`config.mk`:
```
export PLATFORM = sky130hd
export DESIGN_NAME = flash_unlock_ctrl
export DESIGN_NICKNAME = d
export VERILOG_FILES = /design/src/rtl/flash_unlock_pkg.sv /design/src/rtl/fu_unlock.sv /design/src/rtl/fu_prog_seq.sv /design/src/rtl/fu_irq.sv /design/src/rtl/flash_unlock_ctrl.sv
export SDC_FILE = /design/constraint.sdc
export NUM_CORES = 1
export LEC_CHECK = 0
export ABC_AREA = 1
export ABC_CLOCK_PERIOD_IN_PS = 1900
export BUFFER_PORTS_ARGS = -buffer_cell sky130_fd_sc_hd__buf_2
export CAP_MARGIN = 20
export CORE_MARGIN = 2
export CORE_UTILIZATION = 47
export DETAILED_ROUTE_END_ITERATION = 10
export MAX_ROUTING_LAYER = met4
export PLACE_DENSITY = 0.78
export SLEW_MARGIN = 25
export SYNTH_ARGS = -nofsm -noshare
export SYNTH_HDL_FRONTEND = slang
export SYNTH_HIERARCHICAL = 1
export SYNTH_SLANG_ARGS = --single-unit
```
`constraint.sdc`:
```
create_clock -name clk -period 1.9 [get_ports clk]
set_input_delay 0.19 -clock clk [delete_from_list [all_inputs] [get_ports clk]]
set_output_delay 0.19 -clock clk [all_outputs]
set_load 0.1 [all_outputs]
```
`src/rtl/flash_unlock_pkg.sv`:
```
package flash_unlock_pkg;

  typedef enum logic [1:0] {
    UL_IDLE  = 2'd0,
    UL_KEY1  = 2'd1,
    UL_ARMED = 2'd2
  } ul_state_e;

  localparam int BYTE_W    = 8;
  localparam int B_RD      = 0;
  localparam int B_WR      = 1;
  localparam int B_WREN    = 2;
  localparam int B_ERR     = 3;
  localparam int B_ERASE   = 4;
  localparam int B_CFG     = 6;
  localparam int B_MEM     = 7;

endpackage

```
`src/rtl/fu_unlock.sv`:
```
module fu_unlock
  import flash_unlock_pkg::*;
#(
  parameter logic [7:0] KEY_FIRST  = 8'h55,
  parameter logic [7:0] KEY_SECOND = 8'hAA
) (
  input  logic       clk,
  input  logic       rst_n,
  input  logic       acc,
  input  logic       key_wr,
  input  logic [7:0] key_data,
  input  logic       start_try,
  input  logic       wren,
  output logic       launch
);

  ul_state_e st_q, st_d;

  always_comb begin
    st_d   = st_q;
    launch = 1'b0;
    if (acc) begin
      if (key_wr) begin
        if (key_data == KEY_FIRST)                          st_d = UL_KEY1;
        else if (key_data == KEY_SECOND && st_q == UL_KEY1) st_d = UL_ARMED;
        else                                                st_d = UL_IDLE;
      end else begin
        launch = start_try && wren && (st_q == UL_ARMED);
        st_d   = UL_IDLE;
      end
    end
  end

  always_ff @(posedge clk or negedge rst_n) begin
    if (!rst_n) st_q <= UL_IDLE;
    else        st_q <= st_d;
  end

endmodule

```
`src/rtl/fu_prog_seq.sv`:
```
module fu_prog_seq (
  input  logic clk,
  input  logic ctl_rst_n,
  input  logic por_n,
  input  logic rst_n,
  input  logic launch,
  input  logic prog_done,
  input  logic err_clr,
  output logic busy,
  output logic done_pulse,
  output logic err
);

  logic busy_d, live_q, live_d, err_d;

  assign done_pulse = busy && prog_done;

  always_comb begin
    busy_d = busy;
    if (launch)          busy_d = 1'b1;
    else if (done_pulse) busy_d = 1'b0;
  end

  always_ff @(posedge clk or negedge ctl_rst_n) begin
    if (!ctl_rst_n) busy <= 1'b0;
    else            busy <= busy_d;
  end

  always_comb begin
    live_d = live_q;
    err_d  = err;
    if (!rst_n) begin
      live_d = 1'b0;
      if (live_q) err_d = 1'b1;
    end else begin
      if (launch)          live_d = 1'b1;
      else if (done_pulse) live_d = 1'b0;
      if (err_clr)         err_d  = 1'b0;
    end
  end

  always_ff @(posedge clk or negedge por_n) begin
    if (!por_n) begin
      live_q <= 1'b0;
      err    <= 1'b0;
    end else begin
      live_q <= live_d;
      err    <= err_d;
    end
  end

endmodule

```
`src/rtl/fu_irq.sv`:
```
module fu_irq (
  input  logic clk,
  input  logic rst_n,
  input  logic done_pulse,
  input  logic flag_clr,
  input  logic en_we,
  input  logic en_bit,
  output logic flag,
  output logic en,
  output logic irq
);

  logic flag_d, en_d;

  always_comb begin
    flag_d = flag;
    en_d   = en;
    if (done_pulse)    flag_d = 1'b1;
    else if (flag_clr) flag_d = 1'b0;
    if (en_we)         en_d   = en_bit;
  end

  always_ff @(posedge clk or negedge rst_n) begin
    if (!rst_n) begin
      flag <= 1'b0;
      en   <= 1'b0;
    end else begin
      flag <= flag_d;
      en   <= en_d;
    end
  end

  assign irq = flag && en;

endmodule

```
`src/rtl/flash_unlock_ctrl.sv`:
```
module flash_unlock_ctrl
  import flash_unlock_pkg::*;
#(
  parameter logic [7:0] KEY_FIRST  = 8'h55,
  parameter logic [7:0] KEY_SECOND = 8'hAA,
  parameter int         AW         = 2,
  parameter int         ADDR_CSR   = 0,
  parameter int         ADDR_KEY   = 1,
  parameter int         ADDR_FLAG  = 2,
  parameter int         ADDR_IEN   = 3
) (
  input  logic          clk,
  input  logic          por_n,
  input  logic          rst_n,
  input  logic          bus_sel,
  input  logic          bus_we,
  input  logic [AW-1:0] bus_addr,
  input  logic [7:0]    bus_wdata,
  output logic [7:0]    bus_rdata,
  output logic          stall,
  output logic          prog_req,
  output logic          prog_erase,
  output logic [1:0]    prog_space,
  input  logic          prog_done,
  output logic          rd_req,
  output logic          done_irq
);

  localparam logic [AW-1:0] A_CSR  = AW'(ADDR_CSR);
  localparam logic [AW-1:0] A_KEY  = AW'(ADDR_KEY);
  localparam logic [AW-1:0] A_FLAG = AW'(ADDR_FLAG);
  localparam logic [AW-1:0] A_IEN  = AW'(ADDR_IEN);

  logic ctl_rst_n, busy, acc, wr, csr_wr, key_wr, start_try, launch;
  logic done_pulse, err, flag, en, err_clr;
  logic mem_q, mem_d, cfg_q, cfg_d;
  logic erase_q, erase_d, wren_q, wren_d, rd_q, rd_d;
  logic unused_bit5;

  assign ctl_rst_n   = rst_n && por_n;
  assign acc         = bus_sel && !busy && rst_n;
  assign wr          = acc && bus_we;
  assign csr_wr      = wr && (bus_addr == A_CSR);
  assign key_wr      = wr && (bus_addr == A_KEY);
  assign start_try   = csr_wr && bus_wdata[B_WR];
  assign err_clr     = csr_wr && !bus_wdata[B_ERR];
  assign unused_bit5 = bus_wdata[5];

  fu_unlock #(.KEY_FIRST(KEY_FIRST), .KEY_SECOND(KEY_SECOND)) u_unlock (
    .clk(clk), .rst_n(ctl_rst_n), .acc(acc), .key_wr(key_wr),
    .key_data(bus_wdata), .start_try(start_try), .wren(wren_q), .launch(launch)
  );

  fu_prog_seq u_seq (
    .clk(clk), .ctl_rst_n(ctl_rst_n), .por_n(por_n), .rst_n(rst_n),
    .launch(launch), .prog_done(prog_done), .err_clr(err_clr),
    .busy(busy), .done_pulse(done_pulse), .err(err)
  );

  fu_irq u_irq (
    .clk(clk), .rst_n(ctl_rst_n), .done_pulse(done_pulse),
    .flag_clr(wr && (bus_addr == A_FLAG) && bus_wdata[0]),
    .en_we(wr && (bus_addr == A_IEN)), .en_bit(bus_wdata[0]),
    .flag(flag), .en(en), .irq(done_irq)
  );

  always_comb begin
    mem_d   = mem_q;
    cfg_d   = cfg_q;
    erase_d = erase_q;
    wren_d  = wren_q;
    rd_d    = csr_wr && bus_wdata[B_RD];
    if (csr_wr) begin
      mem_d   = bus_wdata[B_MEM];
      cfg_d   = bus_wdata[B_CFG];
      erase_d = bus_wdata[B_ERASE];
      wren_d  = bus_wdata[B_WREN];
    end
  end

  always_ff @(posedge clk or negedge por_n) begin
    if (!por_n) begin
      mem_q <= 1'b0;
      cfg_q <= 1'b0;
    end else begin
      mem_q <= mem_d;
      cfg_q <= cfg_d;
    end
  end

  always_ff @(posedge clk or negedge ctl_rst_n) begin
    if (!ctl_rst_n) begin
      erase_q <= 1'b0;
      wren_q  <= 1'b0;
      rd_q    <= 1'b0;
    end else begin
      erase_q <= erase_d;
      wren_q  <= wren_d;
      rd_q    <= rd_d;
    end
  end

  always_comb begin
    bus_rdata = '0;
    case (bus_addr)
      A_CSR:   bus_rdata = {mem_q, cfg_q, 1'b0, erase_q, err, wren_q, busy, rd_q};
      A_FLAG:  bus_rdata = {7'd0, flag};
      A_IEN:   bus_rdata = {7'd0, en};
      default: bus_rdata = '0;
    endcase
  end

  assign stall      = busy;
  assign prog_req   = busy;
  assign prog_erase = erase_q;
  assign prog_space = {mem_q, cfg_q};
  assign rd_req     = rd_q;

endmodule

```
==> summary.md <==
| Metric | Value |
|---|---|
| Status | completed |
| TritonCTS Sinks | 12 |
| Mapped cell area | 792 um^2 |
| Total track usage | 0.203 |
| GP Congestion | 0.926 |
| Yosys top cell by area | dfrtp_1 |
| Hold_sp | prog_done |
| Placement Setup Slack | 410 ps |
| RSZ-0062 raised after global routing | false |
| Detailed-route via count | 806 |
| # diodes | 0 |
| Crit path launch type | primary input |
| Clk Latency, worst-skew pair | 270 ps |
| Reg-to-reg slack, setup | 330 ps |
| Vias in the first global route | 728 |
| Power Dens Cells | 829 nW/um^2 |
| Clock transition at the registers of the reported paths | 80 ps |
| Final period util | 0.886 |
| VDD IR max | 0.539 mV |
| R2r startpoint | u_seq/busy$_DFFE_PN0P_ |
| Worst Reg-to-Reg Cells | 7 |
| Antenna violations before repair | 0 |
| Finished Layout Cells | 168 |
| Worst hold stages | 2 |
| Fin. max-slew vios | 0 |
| Die height | 45.1 um |
| Final core area utilization | 0.651 |
| Max Cap Viol | 0 |
| Residual overflow from global routing | 0 |
| CTS tree | built |
| # rows | 14 |
| Fmax achieved | 0.594 GHz |
| Layout area overhead | 26.7% |
| Gate count of the mapped netlist | 121 |
| Flops & latches, synth | 12 |
| PortBufs | 29 |
| Ys Warns | 6 |
| Largest net degree at the start of global routing | 11 |
| Initial DRC count | 19 |
| Detailed Route WL | 1700 um |
| Final hold violations | 0 |
| Final nets | 169 |
| Max FO, Critical Path | 10 |
| Clock Root Buffer | clkbuf_4 |
| Most frequent cell after synthesis | nand2_1 |
| Synthesized area per cell | 6.55 um^2 |
| Total CTS buffers | 3 |
| RR Endpoint | u_unlock/st_q[1]$_DFFE_PN0P_ |
| Pre-antenna DRT Iters | 4 |
| Die span in x | 45.1 um |
| Worst Setup End Kind | flip-flop |
| Synth top area cells | dfrtp_1 38%, nand2_1 16%, inv_1 15%, nor2_1 7.1%, nand4_1 3.9% |
| Inst Count DP | 162 |
| Worst Skew | 0.707 ps |
| Share of layout cells above drive strength 1 | 0.289 |
| Die ar. | 2030 um^2 |
| Static Leak | 0.609 nW |
| Ys async rst share | 1.00 |
| Min cycle time layout | 1680 ps |
| Unique masters post-synth | 16 |
| Seq/Total Area, Yosys | 0.379 |
| Hold Path Sink | u_seq/busy$_DFFE_PN0P_ |
| Primary FF master, synth | dfrtp_1 |
| Worst hold path type | in2reg |
| Synth top cells by count | 34 x nand2_1, 31 x inv_1, 15 x nor2_1 |
| Via-per-instance ratio | 4.80 |
| DRC violations left | 0 |
| Core area | 1540 um^2 |
| Critical path required time | 2120 ps |
| Setup Viol. Count Final | 0 |
| Pwr Total | 0.832 mW |
| I/O Pins | 31 |
| Net Count, Synth | 137 |
| Final worst slack | 217 ps |
| Avg WL per Cell | 10.1 um |
| Critical path class | in2reg |
| Top-area cell type share of the netlist area | 0.379 |
| Antenna Nets Post-Route | 0 |
| HPWL Detailed | 1380 um |
| WP data arrival | 1900 ps |
| CTS H-tree depth | 1 |
| Post-synth EDFFs | 0 |
| First-pass GRT wire length | 2930 um |
| Setup bufs post-CTS | 0 |
| Clk buf depth | 2 |
| Initial Util | 0.514 |
worst max-delay path: stages:
cell           delay (ps)
dlygate4sd3_1         520
buf_2                 120
nand2_2                60
nor2_4                230
nand2_2               110
nor3_1                320
nand2_1                90
nor2_1                120
nand3_1                80
nand2_1                60
power by group:
group | switching [mW] | internal (mW)
combinational | 0.267 | 0.0569
sequential | 0.0206 | 0.281
clock | 0.0897 | 0.117
total | 0.378 | 0.454
per-layer routing:
metal | up-vias | GRT usage | share of wire
met1 | 357 | 0.228 | 0.43
met4 | 0 | 0.0529 | 0.012
met3 | 2 | 0.0400 | 0.057
met5 | - | - | 0
met2 | 30 | 0.366 | 0.50
li1 | 417 | - | -
cell type report:
| class | count | area [um^2] |
|---|---|---|
| fill | 138 | 538 |
| multi-input combinational | 73 | 362 |
| sequential | 12 | 300 |
| timing repair buffer | 31 | 165 |
| inverter | 32 | 120 |
| clock buffer | 4 | 36.3 |
| tap | 16 | 20.0 |
logic make-up (layout without fill, tap and decap cells):
| family | Yosys count | in the layout | synth area share |
|---|---|---|---|
| compound gates | 4 | 4 | 0.0300 |
| buf+inv | 36 | 67 | 0.190 |
| flops | 12 | 12 | 0.379 |
| other cells | 1 | 1 | 0.00473 |
| simple gates | 68 | 68 | 0.397 |
stage by stage:
stage	hold WS, ps	TNS, ps	instance area, um^2
global placement	4.12	0	947
global route	128	0	1000
detailed placement	11.1	0	947
CTS	118	0	1000
floorplan	-106	-139	812
finish	120	0	1000
state kept, by name (all words and copies together) (netlist names):
signal	flops
u_unlock/st_q	2
cfg_q	1
mem_q	1
prog_erase	1
rd_req	1
u_irq/en	1
u_irq/flag	1
u_seq/busy	1
u_seq/err	1
u_seq/live_q	1
wren_q	1
repair_timing:
action / in CTS / in global routing
hold buffers: 2 / 0
setup endpoints to repair: 0 / 0
endpoints found under the hold margin: 12 / 0
gates resized for setup: 0 / 0
placed cells by master (no fill, tap or decap), drive strengths merged:
| cell type | count |
|---|---|
| nand4 | 5 |
| buf | 29 |
| nor2 | 18 |
| nand2 | 36 |
| nor3 | 2 |
| dfrtp | 12 |
| inv | 32 |
| conb | 1 |
| o21ai | 3 |
| nand3 | 7 |
| clkbuf | 4 |
| dlygate4sd3 | 2 |
| a21oi | 1 |
worst max-delay path by stage:
stage                      startpoint                           end  slack [ps]  depth (start not counted)
3_3_place_gp   u_seq/busy$_DFFE_PN0P_      u_seq/live_q$_DFFE_PN0P_         460                          7
6_report                        rst_n  u_unlock/st_q[1]$_DFFE_PN0P_         220                         10
4_1_cts                         rst_n  u_unlock/st_q[1]$_DFFE_PN0P_         280                         10
2_1_floorplan             bus_addr[1]                  bus_rdata[2]         -30                          3
5_1_grt                         rst_n      u_seq/live_q$_DFFE_PN0P_         140                         10
3_5_place_dp   u_seq/busy$_DFFE_PN0P_        u_seq/busy$_DFFE_PN0P_         410                          6
(Power assumes the default switching activity.)
